## src/rtl/pkt_ack_pkg.sv

```systemverilog
package pkt_ack_pkg;

   typedef enum logic [1:0] {
      ACK_SOFT  = 2'b00,
      ACK_ALL   = 2'b01,
      ACK_LAST  = 2'b10,
      ACK_CHECK = 2'b11
   } ack_pol_e;

   typedef enum logic [1:0] {
      EOP_NONE  = 2'b00,
      EOP_DATA  = 2'b01,
      EOP_PEC   = 2'b10,
      EOP_RSVD  = 2'b11
   } eop_pol_e;

   function automatic logic eop_enabled(input logic [1:0] m);
      return (m == EOP_DATA) || (m == EOP_PEC);
   endfunction

endpackage

```

## src/rtl/pkt_cnt.sv

```systemverilog
module pkt_cnt
   import pkt_ack_pkg::*;
#(
   parameter int CNT_W     = 16,
   parameter int PSZ_RESET = 1,
   parameter bit PEC_EN    = 1'b1
) (
   input  logic             clk,
   input  logic             rst_n,
   input  logic             bus_idle,
   input  logic [CNT_W-1:0] psz_cfg,
   input  logic [1:0]       eop_mode,
   input  logic             data_done,
   input  logic             eop_clr,
   output logic [CNT_W:0]   cnt,
   output logic             last,
   output logic             eop_pulse,
   output logic             eop_flag
);
   localparam int CW = CNT_W + 1;
   localparam logic [CW-1:0] ONE  = {{CNT_W{1'b0}}, 1'b1};
   localparam logic [CW-1:0] ZERO = '0;

   logic [CW-1:0] load_val;
   logic          eop_hit;

   generate
      if (PEC_EN) begin : g_pec
         assign load_val = {1'b0, psz_cfg} + {{CNT_W{1'b0}}, (eop_mode == EOP_PEC)};
      end else begin : g_nopec
         assign load_val = {1'b0, psz_cfg};
      end
   endgenerate

   assign last    = (cnt == ONE);
   assign eop_hit = data_done && last && eop_enabled(eop_mode);

   always_ff @(posedge clk or negedge rst_n) begin
      if (!rst_n) begin
         cnt <= CW'(PSZ_RESET);
      end else if (bus_idle) begin
         cnt <= load_val;
      end else if (data_done && (cnt != ZERO)) begin
         cnt <= cnt - ONE;
      end
   end

   always_ff @(posedge clk or negedge rst_n) begin
      if (!rst_n) begin
         eop_pulse <= 1'b0;
         eop_flag  <= 1'b0;
      end else begin
         eop_pulse <= eop_hit;
         if (eop_hit)      eop_flag <= 1'b1;
         else if (eop_clr) eop_flag <= 1'b0;
      end
   end

   AST_CNT_FROZEN: assert property (@(posedge clk) disable iff (!rst_n)
      (!bus_idle && !data_done) |=> $stable(cnt));
   AST_CNT_STEP: assert property (@(posedge clk) disable iff (!rst_n)
      (!bus_idle && data_done && cnt != ZERO) |=> (cnt == $past(cnt) - ONE));
   AST_EOP_AT_ZERO: assert property (@(posedge clk) disable iff (!rst_n)
      eop_pulse |-> (cnt == ZERO));
   AST_EOP_STICKY: assert property (@(posedge clk) disable iff (!rst_n)
      eop_pulse |-> eop_flag);
   AST_EOP_SINGLE: assert property (@(posedge clk) disable iff (!rst_n)
      eop_pulse |=> !eop_pulse);

endmodule

```

## src/rtl/pkt_ack_sel.sv

```systemverilog
module pkt_ack_sel
   import pkt_ack_pkg::*;
(
   input  logic [1:0] ack_mode,
   input  logic       is_host,
   input  logic       nd,
   input  logic       last,
   input  logic       sw_nak,
   input  logic       crc_zero,
   output logic       ack_nak
);
   always_comb begin
      case (ack_pol_e'(ack_mode))
         ACK_SOFT:  ack_nak = sw_nak;
         ACK_ALL:   ack_nak = 1'b0;
         ACK_LAST:  ack_nak = nd && last;
         ACK_CHECK: ack_nak = nd && last && (is_host || !crc_zero);
         default:   ack_nak = 1'b0;
      endcase
   end
endmodule

```

## src/rtl/pkt_nd_irq.sv

```systemverilog
module pkt_nd_irq (
   input  logic clk,
   input  logic rst_n,
   input  logic is_host,
   input  logic nd_set,
   input  logic xfer_tx_start,
   input  logic byte_done,
   input  logic byte_is_addr,
   input  logic byte_rx,
   input  logic last,
   output logic nd,
   output logic irq_byte
);
   logic nd_clr;
   logic irq_hit;

   assign nd_clr  = !is_host && (xfer_tx_start || (byte_done && nd && byte_rx && last));
   assign irq_hit = byte_done && (is_host || !nd || !byte_is_addr);

   always_ff @(posedge clk or negedge rst_n) begin
      if (!rst_n) begin
         nd       <= 1'b0;
         irq_byte <= 1'b0;
      end else begin
         irq_byte <= irq_hit;
         if (nd_clr)      nd <= 1'b0;
         else if (nd_set) nd <= 1'b1;
      end
   end

   AST_ND_TX_CLR: assert property (@(posedge clk) disable iff (!rst_n)
      (!is_host && xfer_tx_start) |=> !nd);
   AST_ND_SET: assert property (@(posedge clk) disable iff (!rst_n)
      (nd_set && is_host) |=> nd);
   AST_IRQ_AFTER_BYTE: assert property (@(posedge clk) disable iff (!rst_n)
      irq_byte |-> $past(byte_done));
   AST_IRQ_ADDR_MASK: assert property (@(posedge clk) disable iff (!rst_n)
      (byte_done && !is_host && nd && byte_is_addr) |=> !irq_byte);

endmodule

```

## src/rtl/pkt_ack_ctrl.sv

```systemverilog
module pkt_ack_ctrl
   import pkt_ack_pkg::*;
#(
   parameter int CNT_W     = 16,
   parameter int PSZ_RESET = 1,
   parameter bit PEC_EN    = 1'b1
) (
   input  logic             clk,
   input  logic             rst_n,
   input  logic             is_host,
   input  logic             bus_idle,
   input  logic [CNT_W-1:0] psz_cfg,
   input  logic [1:0]       ack_mode,
   input  logic [1:0]       eop_mode,
   input  logic             sw_nak,
   input  logic             crc_zero,
   input  logic             nak_ignore,
   input  logic             peer_nak,
   input  logic             nd_set,
   input  logic             xfer_tx_start,
   input  logic             byte_done,
   input  logic             byte_is_addr,
   input  logic             byte_rx,
   input  logic             eop_clr,
   output logic             ack_nak,
   output logic [CNT_W:0]   remaining,
   output logic             eop_pulse,
   output logic             eop_flag,
   output logic             next_is_data,
   output logic             irq_byte,
   output logic             peer_nak_eff
);
   generate
      if (CNT_W < 2 || CNT_W > 31) begin : g_bad_width
         $error("pkt_ack_ctrl: CNT_W must lie in 2..31");
      end
      if (PSZ_RESET < 0 || PSZ_RESET >= (1 << CNT_W)) begin : g_bad_reset
         $error("pkt_ack_ctrl: PSZ_RESET must fit in CNT_W bits");
      end
   endgenerate

   logic last;
   logic data_done;

   assign data_done    = byte_done && next_is_data && !bus_idle;
   assign peer_nak_eff = peer_nak && !(is_host && nak_ignore);

   pkt_cnt #(
      .CNT_W     (CNT_W),
      .PSZ_RESET (PSZ_RESET),
      .PEC_EN    (PEC_EN)
   ) u_cnt (
      .clk       (clk),
      .rst_n     (rst_n),
      .bus_idle  (bus_idle),
      .psz_cfg   (psz_cfg),
      .eop_mode  (eop_mode),
      .data_done (data_done),
      .eop_clr   (eop_clr),
      .cnt       (remaining),
      .last      (last),
      .eop_pulse (eop_pulse),
      .eop_flag  (eop_flag)
   );

   pkt_ack_sel u_sel (
      .ack_mode (ack_mode),
      .is_host  (is_host),
      .nd       (next_is_data),
      .last     (last),
      .sw_nak   (sw_nak),
      .crc_zero (crc_zero),
      .ack_nak  (ack_nak)
   );

   pkt_nd_irq u_nd (
      .clk           (clk),
      .rst_n         (rst_n),
      .is_host       (is_host),
      .nd_set        (nd_set),
      .xfer_tx_start (xfer_tx_start),
      .byte_done     (byte_done),
      .byte_is_addr  (byte_is_addr),
      .byte_rx       (byte_rx),
      .last          (last),
      .nd            (next_is_data),
      .irq_byte      (irq_byte)
   );

   AST_EXT_ACK: assert property (@(posedge clk) disable iff (!rst_n)
      (ack_mode == ACK_ALL) |-> !ack_nak);
   AST_NAK_ADDR: assert property (@(posedge clk) disable iff (!rst_n)
      (ack_mode != ACK_SOFT && !next_is_data) |-> !ack_nak);
   AST_NAK_IGNORE: assert property (@(posedge clk) disable iff (!rst_n)
      (is_host && nak_ignore) |-> !peer_nak_eff);

endmodule

```

## config.mk

```make
export PLATFORM = sky130hd
export DESIGN_NAME = pkt_ack_ctrl
export DESIGN_NICKNAME = d
export VERILOG_FILES = /design/src/rtl/pkt_ack_pkg.sv /design/src/rtl/pkt_cnt.sv /design/src/rtl/pkt_ack_sel.sv /design/src/rtl/pkt_nd_irq.sv /design/src/rtl/pkt_ack_ctrl.sv
export SDC_FILE = /design/constraint.sdc
export NUM_CORES = 1
export LEC_CHECK = 0
export BUFFER_PORTS_ARGS = -buffer_cell sky130_fd_sc_hd__buf_2
export CAP_MARGIN = 20
export CORE_MARGIN = 8
export CORE_UTILIZATION = 32
export CTS_BUF_LIST = sky130_fd_sc_hd__clkbuf_8
export CTS_CLUSTER_SIZE = 12
export DETAILED_ROUTE_END_ITERATION = 10
export GPL_ROUTABILITY_DRIVEN = 0
export PLACE_DENSITY_LB_ADDON = 0.15
export SLEW_MARGIN = 20
export SYNTH_ARGS = -nofsm -noshare
export SYNTH_HDL_FRONTEND = slang
export SYNTH_SLANG_ARGS = --single-unit
```

## constraint.sdc

```tcl
create_clock -name clk -period 4.1 [get_ports clk]
set_clock_uncertainty 0.05 [all_clocks]
set_input_delay 1.025 -clock clk [delete_from_list [all_inputs] [get_ports clk]]
set_output_delay 1.025 -clock clk [all_outputs]
set_load 0.1 [all_outputs]
```

==> flow_metrics.tcl, run 1 <==
set metrics [dict create \
    arrival_ns 2.34 \
    critPathTopFamily "simple AND/OR/NAND/NOR gates" \
    reg2reg_to "u_cnt.cnt[8]" \
    start_util 0.327 \
    io_pins 57 \
    crit_path_max_fanout 6 \
    timing.final.max_slew_violations 0 \
    regToRegStartpoint "u_cnt.cnt[10]" \
    placement.io_buffers 56 \
    maxCapViolCount 0 \
    hpwl_um 3600 \
    regToRegSetupSlack_ns 1.76 \
    path_cells "or4_4 > nor3_4 > and3_1 > nand4_1 > nand2_1 > buf_2" \
    fmax_ghz 0.293 \
    core_area_mm2 0.00504 \
    wire_per_inst_um 15.1 \
    fillers 521 \
    rsz0062_at_grt "no" \
    grt.total_usage 0.123 \
    cts_made_buffers 3 \
    drive_gt1_frac 0.341 \
    clockBufferDepth 2 \
    insertion_delay_ns 0.27 \
    critPathBufInv 1 \
    synth_area_leaders "dfrtp_1 30%, xnor2_1 6.9%, xor2_1 5.8%" \
    yosysSeqAreaShare 0.319 \
    cp.required_ns 3.02 \
    synthFlopType "dfrtp_1" \
    outcome "complete, no violations" \
    first_global_vias 1518 \
    highest_layer "met4" \
    fp-row-count 26 \
    relSlewSlack 0.621 \
    cts_tree "yes" \
    post_cts_buffers 0 \
    synth_edf_count 0 \
    finalHoldViolCount 0 \
    first_pass_iters 4 \
    synth_area_mm2 0.00165 \
    wl_met1_um 2150 \
    finalCritPeriodShare 0.832 \
    yosysUniqueCellTypes 48 \
    cpPeakStageDelay_ns 0.58 \
    yosys-top-cells-count "20 x dfrtp_1, 13 x nand2_1, 13 x xnor2_1, 12 x nor2_1, 11 x xor2_1" \
    whs_path_depth 1 \
    worst_pin_slew_ns 0.569 \
    routed-wl-met2_um 2010 \
    crit_type "flop to primary output" \
    min_path_type "flop to flop" \
    routed_via_density 4.90 \
    ys_warn_count 0 \
    antenna_found_initial 0 \
    synth_top_area_frac 0.303 \
    cts_sinks 21 \
    min-delay-start "u_cnt.eop_flag" \
    clkTransAtPathRegs_ns 0.09 \
    power_leakage_nw 0.869 \
    dieWidth_um 87.8 \
    die_area_mm2 0.00771 \
    worstSetupStartpointType "flop" \
    grt_pass1_wl_um 7540 \
    reg2reg_depth 6 \
    syn_nets 213 \
    crit_path_top_delay_cell "or4_4" \
    fp.dieH_um 87.8 \
    finalSetupViolCount 0 \
    ctsRootBufferMaster "clkbuf_8" \
    ys_async_sr_fraction 1.00 \
    holdPathEnd "u_cnt.eop_flag" \
    syn2layout_area_growth_pct 22.5 \
    crit_path_end_kind "primary output" \
    route.detailed.drc 0 \
    grt_max_degree 26 \
    synth-seq-cells 21 \
    cts_resized 0 \
    num_vias 1466 \
    fin_nets 270 \
    htree_levels 1 \
    min_period_ns 3.41 \
    synth_cells 173 \
    first_iter_violations 44 \
    routed_wl_um 4500 \
    met3_length_um 302 \
    n_antenna_cell 0 \
    synth.avg_cell_area_um2 9.53 \
    tns_ns 0 \
    ctsHoldBuffers 0 \
    synth_most_common_cell "dfrtp_1" \
    drtAntennaViolNets 0 \
    total_power_w 0.000691 \
    gr-total-overflow 0 \
    yosysTopAreaCell "dfrtp_1" \
    powerDensity_mw_per_mm2 342 \
    vdd_drop_max_uv 154 \
]
through the flow:
step / hold slack, ns / setup WS [ns] / area (um2) / cells / util
final: 0.436 / 0.689 / 2020 / 299 / 0.401
after CTS: 0.442 / 0.675 / 2020 / 299 / 0.401
after global routing: 0.460 / 0.552 / 2020 / 299 / 0.401
after global placement: 0.420 / 1.03 / 1980 / 295 / 0.392
after floorplan: 0.679 / 0.385 / 1650 / 173 / -
after detailed placement: 0.421 / 0.980 / 1980 / 295 / 0.392
power by group:
group | internal (W) | switching (W) | leakage (nW)
sequential | 0.000228 | 0.0000315 | 0.251
clock | 0.0000670 | 0.0000767 | 0.0269
combinational | 0.0000655 | 0.000223 | 0.591
layer usage:
metal	track usage	up-vias
li1	-	743
met1	0.158	681
met2	0.201	37
met3	0.0281	5
met4	0.0328	0
met5	0	-
cell type report:
class | instances | area [um2] | share of cell area
tap | 70 | 87.6 | 0.0433
timing repair buffer | 57 | 288 | 0.142
inverter | 9 | 33.8 | 0.0167
sequential | 21 | 527 | 0.261
multi-input combinational | 138 | 1040 | 0.515
clock inverter | 1 | 3.75 | 0.00186
clock buffer | 3 | 41.3 | 0.0204
layout by cell type (no fill, tap or decap), drive strengths merged, types with 7 or more instances in the layout:
cell type  count
buf           57
xor2          11
a21oi          7
dfrtp         20
nor3           7
inv           10
xnor2         13
nor2          12
mux2i          8
nand2         13
nor4           7
nand3          9
worst max path at each step:
stage / from / to / slack, ns / depth (start not counted)
final: u_cnt.cnt[5] / ack_nak / 0.69 / 6
after global routing: u_cnt.cnt[5] / ack_nak / 0.55 / 6
after CTS: u_cnt.cnt[5] / ack_nak / 0.67 / 6
after detailed placement: u_cnt.cnt[5] / ack_nak / 0.98 / 6
after global placement: u_cnt.cnt[5] / ack_nak / 1.03 / 6
after floorplan: u_cnt.cnt[5] / ack_nak / 0.39 / 5
cell families (layout without fill, tap and decap cells):
logic type | after synthesis | after routing | synth area share
mux | 8 | 8 | 0.0486
simple gates | 75 | 75 | 0.303
compound gates | 25 | 25 | 0.105
flops | 21 | 21 | 0.319
buf+inv | 14 | 70 | 0.0501
xor+xnor | 24 | 24 | 0.127
fa+ha+maj | 6 | 6 | 0.0455
registers in the layout, indices dropped and copies added (netlist names):
signal and count:
u_nd.nd 1, u_cnt.eop_flag 1, u_nd.irq_byte 1, u_cnt.cnt 17, u_cnt.eop_pulse 1
(Power assumes the default switching activity.)
==> run 2: changes to the inputs <==
==> constraint.sdc (replaced) <==
create_clock -name clk -period 3.5 [get_ports clk]
set_clock_uncertainty 0.05 [all_clocks]
set_input_delay 0.875 -clock clk [delete_from_list [all_inputs] [get_ports clk]]
set_output_delay 0.875 -clock clk [all_outputs]
set_load 0.1 [all_outputs]
==> flow_metrics.tcl, run 2 (synthesized netlist as in run 1, its figures left out) <==
set metrics [dict create \
    route.detailed.drc 0 \
    cpPeakStageDelay_ns 0.58 \
    pre_cts_ws_ns 0.500 \
    dieWidth_um 87.8 \
    crit_path_end_kind "primary output" \
    largest_reg_flops 17 \
    cts_resized 0 \
    dp.cells 295 \
    outcome "complete, no violations" \
    grt_max_degree 26 \
    die_area_mm2 0.00771 \
    hpwl_um 3690 \
    fp-row-count 26 \
    htree_levels 1 \
    num_vias 1493 \
    first_pass_iters 4 \
    drtAntennaViolNets 0 \
    cts_tree "yes" \
    ctsHoldBuffers 0 \
    vdd_drop_max_uv 211 \
    routed_via_density 4.99 \
    final_cells 299 \
    post_cts_buffers 0 \
    timing.final.max_slew_violations 0 \
    regToRegSetupSlack_ns 1.16 \
    fmax_ghz 0.303 \
    start_util 0.327 \
    cts_sinks 21 \
    crit_type "flop to primary output" \
    crit_path_top_delay_cell "or4_4" \
    powerDensity_mw_per_mm2 401 \
    placement.io_buffers 56 \
    fin_nets 270 \
    tns_ns 0 \
    clkTransAtPathRegs_ns 0.09 \
    core_area_mm2 0.00504 \
    whs_path_depth 1 \
    io_pins 57 \
    worstSetupStartpointType "flop" \
    drive_gt1_frac 0.349 \
    min_path_type "flop to flop" \
    gr-total-overflow 0 \
    syn2layout_area_growth_pct 22.8 \
    worst_hold_slack_ns 0.442 \
    arrival_ns 2.37 \
    reg2reg_to "u_cnt.cnt[16]" \
    finalCritPeriodShare 0.942 \
    finalSetupViolCount 0 \
    regMostFlops "u_cnt.cnt" \
    min_period_ns 3.30 \
    ctsRootBufferMaster "clkbuf_8" \
    finalHoldViolCount 0 \
    reg2reg_depth 5 \
    rsz0062_at_grt "no" \
    routed_wl_um 4610 \
    clockBufferDepth 2 \
    most-common-layout-cells "56 x buf_2, 20 x dfrtp_1, 13 x xnor2_1" \
    power_leakage_nw 0.867 \
    crit_path_max_fanout 6 \
    fp.dieH_um 87.8 \
    grt_pass1_wl_um 7660 \
    cp.required_ns 2.57 \
    first_iter_violations 63 \
    wire_per_inst_um 15.4 \
    n_antenna_cell 0 \
    worst_pin_slew_ns 0.537 \
    maxCapViolCount 0 \
    path_cells "or4_4 > nor3_4 > and3_1 > nand4_1 > nand2_2 > buf_2" \
    min-delay-start "u_cnt.eop_flag" \
    holdPathEnd "u_cnt.eop_flag" \
    relSlewSlack 0.642 \
    insertion_delay_ns 0.26 \
    first_global_vias 1535 \
    cts_made_buffers 3 \
    layout_commonest_cell "buf_2" \
    antenna_found_initial 0 \
    fillers 530 \
    regToRegStartpoint "u_cnt.cnt[8]" \
    grt.total_usage 0.124 \
    layout_setup_ws_ns 0.202 \
]
## run 2: through the flow
stage / area (um2) / util / total power (W)
2_1_floorplan: 1650 / - / 0.000569
6_report: 2020 / 0.401 / 0.000811
3_5_place_dp: 1980 / 0.392 / 0.000650
4_1_cts: 2020 / 0.401 / 0.000825
5_1_grt: 2020 / 0.401 / 0.000860
3_3_place_gp: 1980 / 0.392 / 0.000651
## run 2: worst max path at each step
stage	start	endpoint	cells after the start
6_report	u_cnt.cnt[5]	ack_nak	6
2_1_floorplan	u_cnt.cnt[5]	ack_nak	5
3_3_place_gp	u_cnt.cnt[5]	ack_nak	6
4_1_cts	u_cnt.cnt[5]	ack_nak	6
5_1_grt	u_cnt.cnt[5]	ack_nak	6
3_5_place_dp	u_cnt.cnt[5]	ack_nak	6
## run 2: area by class of cell
cell class | count | area (um2) | area share
multi-input cells | 138 | 1040 | 0.515
flip-flops and latches | 21 | 527 | 0.260
repair buffers | 57 | 288 | 0.142
well taps | 70 | 87.6 | 0.0433
clock buffers | 3 | 41.3 | 0.0204
inverters | 9 | 33.8 | 0.0167
clock inverters | 1 | 5.00 | 0.00247
## run 2: layer usage
| metal | track usage | vias up | routed length [um] |
|---|---|---|---|
| met2 | 0.196 | 46 | 2100 |
| li1 | - | 746 | - |
| met1 | 0.170 | 699 | 2180 |
| met5 | 0 | - | 0 |
| met4 | 0.0281 | 0 | 23 |
| met3 | 0.0235 | 2 | 300 |
## run 2: report_power, final
group	internal, W	switching (W)	total [W]
clock	0.0000795	0.0000891	0.000169
combinational	0.0000769	0.000262	0.000339
sequential	0.000267	0.0000372	0.000304
total	0.000423	0.000388	0.000811
## run 2: worst max-delay path, delay by kind of cell (launching register included)
family | cells | cell delay (ns)
simple gates | 5 | 1.22
flops | 1 | 0.46
buf+inv | 1 | 0.42
